--- src/rtl/pstk_pkg.sv ---
package pstk_pkg;
    localparam logic [1:0] A_STAT = 2'd0;
    localparam logic [1:0] A_CTRL = 2'd1;
    localparam logic [1:0] A_BOT  = 2'd2;

    localparam int B_ACK_OVF = 0;
    localparam int B_ACK_UNF = 1;
    localparam int B_SPILL   = 2;
    localparam int B_FILL    = 3;

    localparam int S_OVF  = 8;
    localparam int S_UNF  = 9;
    localparam int S_BUSY = 10;
endpackage

--- src/rtl/pstk_mem.sv ---
module pstk_mem #(
    parameter int WIDTH = 16,
    parameter int DEPTH = 32,
    localparam int AW = $clog2(DEPTH)
) (
    input  logic             clk,
    input  logic             we,
    input  logic [AW-1:0]    widx,
    input  logic [WIDTH-1:0] wdata,
    input  logic [AW-1:0]    ridx_top,
    input  logic [AW-1:0]    ridx_bot,
    output logic [WIDTH-1:0] rdata_top,
    output logic [WIDTH-1:0] rdata_bot
);
    logic [WIDTH-1:0] cell_q [DEPTH];

    always_ff @(posedge clk) begin
        if (we) cell_q[widx] <= wdata;
    end

    assign rdata_top = cell_q[ridx_top];
    assign rdata_bot = cell_q[ridx_bot];
endmodule

--- src/rtl/pstk_ctrl.sv ---
module pstk_ctrl #(
    parameter int DEPTH = 32,
    parameter int PAGE  = 8,
    localparam int AW = $clog2(DEPTH),
    localparam int CW = $clog2(PAGE + 1)
) (
    input  logic          clk,
    input  logic          rst_n,
    input  logic          push_valid,
    input  logic          pop_valid,
    input  logic          cmd_spill,
    input  logic          cmd_fill,
    input  logic          bot_rd,
    input  logic          bot_wr,
    output logic          push_ready,
    output logic          pop_ready,
    output logic          blk_ovf,
    output logic          blk_unf,
    output logic [AW:0]   depth,
    output logic          busy,
    output logic [AW-1:0] bot_idx,
    output logic [AW-1:0] top_idx,
    output logic          wr_en,
    output logic          wr_fill,
    output logic [AW-1:0] wr_idx
);
    localparam logic [AW:0] FULL_LV  = (AW+1)'(DEPTH);
    localparam logic [AW:0] PAGE_LV  = (AW+1)'(PAGE);
    localparam logic [AW:0] ROOM_LV  = (AW+1)'(DEPTH - PAGE);
    localparam logic [CW-1:0] PAGE_CNT = CW'(PAGE);

    typedef struct packed {
        logic [AW-1:0] bot;
        logic [AW:0]   depth;
        logic          busy;
        logic          fill;
        logic [CW-1:0] left;
    } ctrl_t;

    ctrl_t st_q, st_d;
    logic full, empty, cmd_any, spill_step, fill_step, push_fire, pop_fire;

    always_comb begin
        st_d       = st_q;
        full       = (st_q.depth == FULL_LV);
        empty      = (st_q.depth == '0);
        cmd_any    = cmd_spill | cmd_fill;
        push_ready = !st_q.busy && !full && !cmd_any;
        pop_ready  = !st_q.busy && !empty && !cmd_any && !push_valid;
        push_fire  = push_valid && push_ready;
        pop_fire   = pop_valid && pop_ready;
        blk_ovf    = push_valid && full && !st_q.busy;
        blk_unf    = pop_valid && empty && !push_valid && !st_q.busy;
        spill_step = st_q.busy && !st_q.fill && bot_rd;
        fill_step  = st_q.busy && st_q.fill && bot_wr;
        wr_en      = push_fire || fill_step;
        wr_fill    = fill_step;
        wr_idx     = fill_step ? st_q.bot - 1'b1 : st_q.bot + st_q.depth[AW-1:0];

        if (push_fire) begin
            st_d.depth = st_q.depth + 1'b1;
        end else if (pop_fire) begin
            st_d.depth = st_q.depth - 1'b1;
        end

        if (spill_step || fill_step) begin
            st_d.left = st_q.left - 1'b1;
            if (st_q.left == CW'(1)) st_d.busy = 1'b0;
            if (spill_step) begin
                st_d.bot   = st_q.bot + 1'b1;
                st_d.depth = st_q.depth - 1'b1;
            end else begin
                st_d.bot   = st_q.bot - 1'b1;
                st_d.depth = st_q.depth + 1'b1;
            end
        end

        if (!st_q.busy) begin
            if (cmd_spill && st_q.depth >= PAGE_LV) begin
                st_d.busy = 1'b1;
                st_d.fill = 1'b0;
                st_d.left = PAGE_CNT;
            end else if (cmd_fill && !cmd_spill && st_q.depth <= ROOM_LV) begin
                st_d.busy = 1'b1;
                st_d.fill = 1'b1;
                st_d.left = PAGE_CNT;
            end
        end
    end

    always_ff @(posedge clk) begin
        if (!rst_n) st_q <= '0;
        else        st_q <= st_d;
    end

    assign depth   = st_q.depth;
    assign busy    = st_q.busy;
    assign bot_idx = st_q.bot;
    assign top_idx = st_q.bot + st_q.depth[AW-1:0] - 1'b1;

    a_r3_no_push_when_full: assert property (@(posedge clk) disable iff (!rst_n)
        (depth == FULL_LV) |-> !push_ready);
    a_r4_no_pop_when_empty: assert property (@(posedge clk) disable iff (!rst_n)
        (depth == '0) |-> !pop_ready);
    a_r8_busy_blocks_pipe: assert property (@(posedge clk) disable iff (!rst_n)
        busy |-> (!push_ready && !pop_ready));
    a_r10_push_wins: assert property (@(posedge clk) disable iff (!rst_n)
        push_valid |-> !pop_ready);
    a_r6_spill_shrinks: assert property (@(posedge clk) disable iff (!rst_n)
        (busy && bot_rd && !$past(cmd_any) && !wr_fill && !bot_wr && !st_q.fill)
        |=> (depth == $past(depth) - 1'b1));
    a_r2_depth_bound: assert property (@(posedge clk) disable iff (!rst_n)
        depth <= FULL_LV);
endmodule

--- src/rtl/pstk_irq.sv ---
module pstk_irq (
    input  logic       clk,
    input  logic       rst_n,
    input  logic       set_ovf,
    input  logic       set_unf,
    input  logic       clr_ovf,
    input  logic       clr_unf,
    output logic [1:0] cause,
    output logic       irq
);
    typedef struct packed {
        logic ovf;
        logic unf;
    } cause_t;

    cause_t c_q, c_d;

    always_comb begin
        c_d = c_q;
        if (clr_ovf) c_d.ovf = 1'b0;
        if (clr_unf) c_d.unf = 1'b0;
        if (set_ovf) c_d.ovf = 1'b1;
        if (set_unf) c_d.unf = 1'b1;
    end

    always_ff @(posedge clk) begin
        if (!rst_n) c_q <= '0;
        else        c_q <= c_d;
    end

    assign cause = {c_q.unf, c_q.ovf};
    assign irq   = c_q.ovf | c_q.unf;

    a_r3_ovf_latches: assert property (@(posedge clk) disable iff (!rst_n)
        set_ovf |=> cause[0]);
    a_r4_unf_latches: assert property (@(posedge clk) disable iff (!rst_n)
        set_unf |=> cause[1]);
    a_r5_ack_clears_ovf: assert property (@(posedge clk) disable iff (!rst_n)
        (clr_ovf && !set_ovf) |=> !cause[0]);
    a_r5_ack_clears_unf: assert property (@(posedge clk) disable iff (!rst_n)
        (clr_unf && !set_unf) |=> !cause[1]);
endmodule

--- src/rtl/paged_stack.sv ---
module paged_stack
    import pstk_pkg::*;
#(
    parameter int WIDTH = 16,
    parameter int DEPTH = 32,
    parameter int PAGE  = 8,
    localparam int AW = $clog2(DEPTH)
) (
    input  logic             clk,
    input  logic             rst_n,
    input  logic             push_valid,
    input  logic [WIDTH-1:0] push_data,
    output logic             push_ready,
    input  logic             pop_valid,
    output logic             pop_ready,
    output logic [WIDTH-1:0] top_data,
    output logic             top_valid,
    output logic             irq,
    input  logic [1:0]       reg_addr,
    input  logic             reg_wr,
    input  logic             reg_rd,
    input  logic [WIDTH-1:0] reg_wdata,
    output logic [WIDTH-1:0] reg_rdata
);
    logic ctrl_wr, bot_rd, bot_wr, cmd_spill, cmd_fill, ack_ovf, ack_unf;
    logic blk_ovf, blk_unf, busy, wr_en, wr_fill;
    logic [AW:0]   depth;
    logic [AW-1:0] bot_idx, top_idx, wr_idx;
    logic [1:0]    cause;
    logic [WIDTH-1:0] bot_data, wr_data;

    assign ctrl_wr   = reg_wr && (reg_addr == A_CTRL);
    assign cmd_spill = ctrl_wr && reg_wdata[B_SPILL];
    assign cmd_fill  = ctrl_wr && reg_wdata[B_FILL];
    assign ack_ovf   = ctrl_wr && reg_wdata[B_ACK_OVF];
    assign ack_unf   = ctrl_wr && reg_wdata[B_ACK_UNF];
    assign bot_rd    = reg_rd && (reg_addr == A_BOT);
    assign bot_wr    = reg_wr && (reg_addr == A_BOT);

    pstk_ctrl #(.DEPTH(DEPTH), .PAGE(PAGE)) u_ctrl (
        .clk(clk), .rst_n(rst_n),
        .push_valid(push_valid), .pop_valid(pop_valid),
        .cmd_spill(cmd_spill), .cmd_fill(cmd_fill),
        .bot_rd(bot_rd), .bot_wr(bot_wr),
        .push_ready(push_ready), .pop_ready(pop_ready),
        .blk_ovf(blk_ovf), .blk_unf(blk_unf),
        .depth(depth), .busy(busy),
        .bot_idx(bot_idx), .top_idx(top_idx),
        .wr_en(wr_en), .wr_fill(wr_fill), .wr_idx(wr_idx)
    );

    assign wr_data = wr_fill ? reg_wdata : push_data;

    pstk_mem #(.WIDTH(WIDTH), .DEPTH(DEPTH)) u_mem (
        .clk(clk), .we(wr_en), .widx(wr_idx), .wdata(wr_data),
        .ridx_top(top_idx), .ridx_bot(bot_idx),
        .rdata_top(top_data), .rdata_bot(bot_data)
    );

    pstk_irq u_irq (
        .clk(clk), .rst_n(rst_n),
        .set_ovf(blk_ovf), .set_unf(blk_unf),
        .clr_ovf(ack_ovf), .clr_unf(ack_unf),
        .cause(cause), .irq(irq)
    );

    assign top_valid = (depth != '0);

    always_comb begin
        reg_rdata = '0;
        case (reg_addr)
            A_STAT: begin
                reg_rdata[AW:0]   = depth;
                reg_rdata[S_OVF]  = cause[0];
                reg_rdata[S_UNF]  = cause[1];
                reg_rdata[S_BUSY] = busy;
            end
            A_BOT:   reg_rdata = bot_data;
            default: reg_rdata = '0;
        endcase
    end

    a_r2_top_valid_tracks: assert property (@(posedge clk) disable iff (!rst_n)
        (push_valid && push_ready) |=> top_valid);
    a_r9_held_push_waits: assert property (@(posedge clk) disable iff (!rst_n)
        (push_valid && !push_ready && cause[0]) |-> !(pop_valid && pop_ready));
endmodule

--- config.mk ---
export PLATFORM = sky130hd
export DESIGN_NAME = paged_stack
export DESIGN_NICKNAME = d
export VERILOG_FILES = /design/src/rtl/pstk_pkg.sv /design/src/rtl/pstk_mem.sv /design/src/rtl/pstk_ctrl.sv /design/src/rtl/pstk_irq.sv /design/src/rtl/paged_stack.sv
export SDC_FILE = /design/constraint.sdc
export NUM_CORES = 1
export LEC_CHECK = 0
export BUFFER_PORTS_ARGS = -buffer_cell sky130_fd_sc_hd__buf_2
export CORE_MARGIN = 2
export CORE_UTILIZATION = 57
export CTS_CLUSTER_DIAMETER = 40
export CTS_CLUSTER_SIZE = 12
export DETAILED_ROUTE_END_ITERATION = 10
export GPL_TIMING_DRIVEN = 0
export HOLD_SLACK_MARGIN = 0.12
export PLACE_DENSITY_LB_ADDON = 0.05
export SKIP_LAST_GASP = 1
export SYNTH_ARGS = -nofsm -noshare
export SYNTH_HDL_FRONTEND = slang
export SYNTH_SLANG_ARGS = --single-unit
--- constraint.sdc ---
create_clock -name clk -period 3.38 [get_ports clk]
set_input_delay 0 -clock clk [delete_from_list [all_inputs] [get_ports clk]]
set_output_delay 0 -clock clk [all_outputs]
set_load 0.05 [all_outputs]
Yosys cells after proc, flatten, opt, wreduce, memory -nomap -nowiden
Memories as Yosys holds them, arrays and structs flattened. A register that Yosys moved wholly into a read port is not among the register bits.
Index checks and enable logic that the tools add are counted.
Widths: inputs -> output; s select.
Storage, ports and cells
  input bits: 40
  memories: 1
  logic and storage cells: 90
  output and inout port bits: 36
  RAM bits: 512
  register bits: 19
Memory list
  u_mem.cell_q: words 32, width 16, read ports 2, clocked after Yosys merged registers in 1, write ports 1, line pstk_mem.sv:15  | logic [WIDTH-1:0] cell_q [DEPTH];
Operators by class
  order comparisons: 2
  reductions and logical operators: 43
  equality and inequality tests: 4
  muxes and demuxes: 23
  add/sub/neg operators: 7
  bitwise operators: 3
Operators with widths (number)
  $mux 6: 5
  $logic_and 1x1->1: 26
  $mux 5: 4
  $mux 16: 1
  $pmux 6 s2: 1
  $mux 11: 1
  $sub 5x1->5 const B: 2
  $logic_not 1->1: 7
  $mux 1: 7
  $mux 7: 1
  $add 6x1->6 const B: 1
  $eq 6x6->1 const B: 1
  $ge 6x4->1 const B: 1
  $le 6x5->1 const B: 1
  $logic_not 6->1: 1
  $pmux 3 s2: 1
  $reduce_bool 2->1: 3
  $reduce_bool 6->1: 1
  $sub 6x1->6 const B: 1
  $add 5x1->5 const B: 1
  $add 5x5->5: 1
  $eq 4x1->1 const B: 1
  $mux 4: 1
  $sub 4x1->4 const B: 1
  9 further kinds: 11

Logic depth before layout (Yosys ltp)
  depth in word-level cells: 14
  gate-level depth with buffers: 12
  depth with buffers taken out: 8

Hierarchy
From an unflattened synthesis, not the netlist that was laid out.
Unflattened totals
  cell total of the unflattened synthesis: 1945
  area total of the unflattened synthesis: 26865.8 sq um
Modules (own cells, without submodules)
  pstk_mem: times used 1, seq. area each 15374.7 sq um, area each 24796.3 sq um, cells each 1696
  pstk_ctrl: times used 1, seq. area each 340.3 sq um, area each 1478.9 sq um, cells each 186
  paged_stack: times used 1, seq. area each 0.0 sq um, area each 501.7 sq um, cells each 56
  pstk_irq: times used 1, seq. area each 40.0 sq um, area each 88.8 sq um, cells each 7

Least setup slack after synthesis
OpenSTA, ideal clock, no wires.
  path kind: reg2out
  start: reg u_ctrl.st_q, in the netlist u_ctrl.depth[0]
  end: out top_data[11]
  stages on the path, launching flop included: 13
  buffers on the path: 5
  data required time: 3.380 ns
  data arrival time: 3.238 ns
  path slack: 0.142 ns
  path through: dfxtp_1 ha_1 buf_2 clkbuf_1 buf_2 inv_1 ha_1 clkbuf_1 clkbuf_1 mux4_2 mux2i_1 mux2i_1 mux2_2
On the way
  cells in the longest elaborated chain, start to end: 3
Ends and longest elaborated chain
  from (decl): line pstk_ctrl.sv:40  | ctrl_t st_q, st_d;
  from (signal assigned): line pstk_ctrl.sv:93  | else st_q <= st_d;
  $add 5x5->5: line pstk_ctrl.sv:99  | assign top_idx = st_q.bot + st_q.depth[AW-1:0] - 1'b1;
  $sub 5x1->5: line pstk_ctrl.sv:99
  $mem_v2 32x16
  to (decl): line paged_stack.sv:16  | output logic [WIDTH-1:0] top_data,
Every way passes these cells.

Final worst setup path
  start: reg u_ctrl.st_q, in the netlist u_ctrl.depth[0]
  end: out top_data[8]
The elaborated chain is that of the path after synthesis.

==> metrics.csv <==
metric;value;unit
gp_congestion;0.9424;
fin_ws;-0.3645;ns
vias;16158;
antenna_cells;0;
ys_warn_count;0;
critPathSlowestCell;fa_2;
io_pins;76;
max_cap_violations;0;
htree_num_levels;3;
syn-num-nets;1425;
p_leak;10.46;nW
synth_cell_types;65;
cts.sink_count;536;
n_fill_cell;2799;
ys_seq_elements;536;
critPathRequiredTime;3.38;ns
clock_latency;0.62;ns
max_freq;267.1;MHz
total_power;25.88;mW
drtIter0Drc;2760;
final_cells;2253;
synth-main-ff-cell;edfxtp_1;
syn_avg_cell_area;18.85;sq um
ys_seq_area_share;61.31;%
gr-total-overflow;0;
grt_use_met2;53.75;%
syn_area;25860;sq um
area.growth.synth_to_final;22.20;%
die_area;47090;sq um
drc;0;
rsz0062_at_grt;yes;
cts_tree;built;
portBuffers;74;
layout_min_cycle_time;3.744;ns
path_max_fanout;8;
tightest_slew;1.322;ns
cts.clk_slew.worst_paths;0.06;ns
layout.nets;1646;
setup.worst_path.start_class;flip-flop;
fin_skew;0.02095;ns
grtUsageTotal;35.67;%
via_per_inst;7.172;
final-setup-viol-count;18;
start_util;57.36;%
synthCells;1372;
finalHoldViolations;0;
cts.path.max_buffers;3;
hpwlAfterDp;52510;microns
max_stage_delay;0.60;ns
fp.dieH;217.0;microns
async_flop_share;0;%
dp_cells;2069;
power_density;819.0;nW/um^2
status;finished with violations;
wl;81590;microns
cts_made_buffers;76;
busiest_layer;met2;
chipWidth;217.0;microns
dr.pass1.iters;6;
violations;setup timing;
ant_nets;0;
gr-usage-met3;10.19;%
final_max_slew_viol_count;0;
hold_ws;0.2084;ns
layout-drive-gt1-share;44.04;%
core;45090;sq um
endpoint_kind;output port;
finalCritPeriodShare;110.8;%
path_class;reg -> out;
synth_edf_count;512;
use_met1;49.96;%
hp-class;in -> reg;
wire_per_inst;36.21;microns
path_cells;ha_4 > fa_2 > inv_2 > ha_4 > clkbuf_16 > clkbuf_16 > mux4_2 > mux2i_2 > mux2i_2 > mux2_4 > buf_8;
grt_max_degree;33;
max-slew-margin-rel;11.63;%
rows;78;
critPathArrivalTime;3.74;ns
vdd_drop_max;0.001643;V
grt_pass1_wl;115500;microns
root_buffer;clkbuf_16;
grt_pass1_vias;15952;
antenna_found_initial;1;
path summary, 6_finish.rpt:
| check | slack (ns) | to | cells past startpoint | start |
|---|---|---|---|---|
| setup / recovery | -0.36 | top_data[8] | 11 | u_ctrl.depth[0]$_SDFFE_PN0P_ |
| hold / removal | 0.21 | u_mem.cell_q[4][14]$_DFFE_PP_ | 3 | reg_wdata[14] |
| setup reg to reg | 0.02 | u_mem.cell_q[22][10]$_DFFE_PP_ | 10 | u_ctrl.depth[0]$_SDFFE_PN0P_ |
| hold reg to reg | 0.51 | u_ctrl.st_q[1]$_SDFF_PN0_ | 2 | u_ctrl.st_q[1]$_SDFF_PN0_ |
Yosys cell counts (all sizes together) (2+ instances only):
cell type,instances,area [sq um]
o32ai,2,17.52
nand3,2,10.01
a211oi,12,95.09
or2,5,31.29
and2,4,26.28
xnor2,11,111.4
edfxtp,512,15370
dfxtp,24,480.5
xor2,10,87.58
o21ai,16,80.08
mux2i,117,1171
and2b,2,16.27
nor4b,2,38.78
nand2b,3,18.77
nand2,66,247.7
a21oi,13,72.57
a21o,2,15.01
a22o,18,157.7
nor4,2,12.51
or3,3,18.77
nor3,5,25.02
a32o,3,30.03
clkbuf,40,151.4
a211o,10,87.58
ha,12,150.1
a31oi,2,12.51
nand3b,4,42.54
nor2,59,224.0
mux2,16,180.2
a311oi,9,78.83
nand4,2,12.51
inv,12,45.04
and3,12,75.07
buf,60,317.8
mux4,270,6081
nor3b,5,42.54
nor2b,11,68.82
a32oi,2,17.52
metal layers:
| layer | part of all wire [%] | routed length, microns |
|---|---|---|
| met3 | 13 | 10260 |
| met2 | 46 | 37750 |
| met1 | 37 | 30130 |
| met5 | 0.016 | 13 |
| met4 | 4.2 | 3444 |
layout by cell type, fill, tap and decap left out, types with 14 or more instances in the layout:
cell	n
a22o_1	18
buf_2	79
buf_4	23
buf_6	23
buf_8	26
clkbuf_16	98
clkbuf_2	14
dfxtp_1	20
dlygate4sd3_1	18
edfxtp_1	512
mux2_4	16
mux2i_1	85
mux2i_2	27
mux4_2	270
nand2_1	56
nor2_1	35
nor2_4	22
power breakdown:
part	switching [mW]	internal (mW)
registers	0.104	7.49
clock network	3.11	4.77
logic	5.81	4.60
metrics by stage:
stage | setup TNS, ns | instance area [sq um] | util [%] | setup WS (ns)
floorplan | 0 | 25860 | - | 0.1421
global placement | -453.37 | 26980 | 59.85 | -1.749
detailed placement | -123.98 | 27430 | 60.83 | -1.612
CTS | -4.072 | 31350 | 69.52 | -0.3060
global route | -6.726 | 31600 | 70.09 | -0.3990
finish | -4.819 | 31600 | 70.09 | -0.3645
kinds of logic (layout without fill, tap and decap cells):
kind of cell	Yosys count	count (layout)	synth area share (%)
compound gates	96	96	2.874
simple gates	191	191	3.667
fa+ha+maj	13	13	0.6579
mux	403	403	28.74
buf+inv	112	393	1.988
flops	536	536	61.31
xor+xnor	21	21	0.7692
final cells by class:
class | count | area (sq um) | share of cell area (%)
Buffer | 99 | 928.4 | 2.938
Clock buffer | 80 | 1938 | 6.133
Clock inverter | 58 | 575.6 | 1.821
Inverter | 12 | 45.04 | 0.1425
Multi-Input combinational cell | 724 | 10040 | 31.78
Sequential cell | 536 | 15870 | 50.20
Tap cell | 600 | 750.7 | 2.375
Timing Repair Buffer | 144 | 1455 | 4.604
sequential cells by signal, summed over array words and instances, names as in the netlist, named ones only:
register and cells:
u_ctrl.bot_idx 5, u_ctrl.busy 1, u_ctrl.depth 6, u_ctrl.st_q 5
u_irq.cause 2, u_mem.cell_q 512
what timing repair did:
item	in CTS	in global routing
setup buffers	13	4
pin swaps	4	4
resized for setup	241	60
gates cloned	12	1
hold endpoints to repair	32	0
endpoints found under the setup margin	698	633
hold buffers	18	0
critical path, delay by kind of cell, from the launching register on:
kind	cells	cell delay (ns)
adder cells (fa/ha/maj)	3	1.11
multiplexers	4	1.01
buffers and inverters	4	0.64
flip-flops	1	0.36
Note: power is estimated with default switching activity, not from simulation.
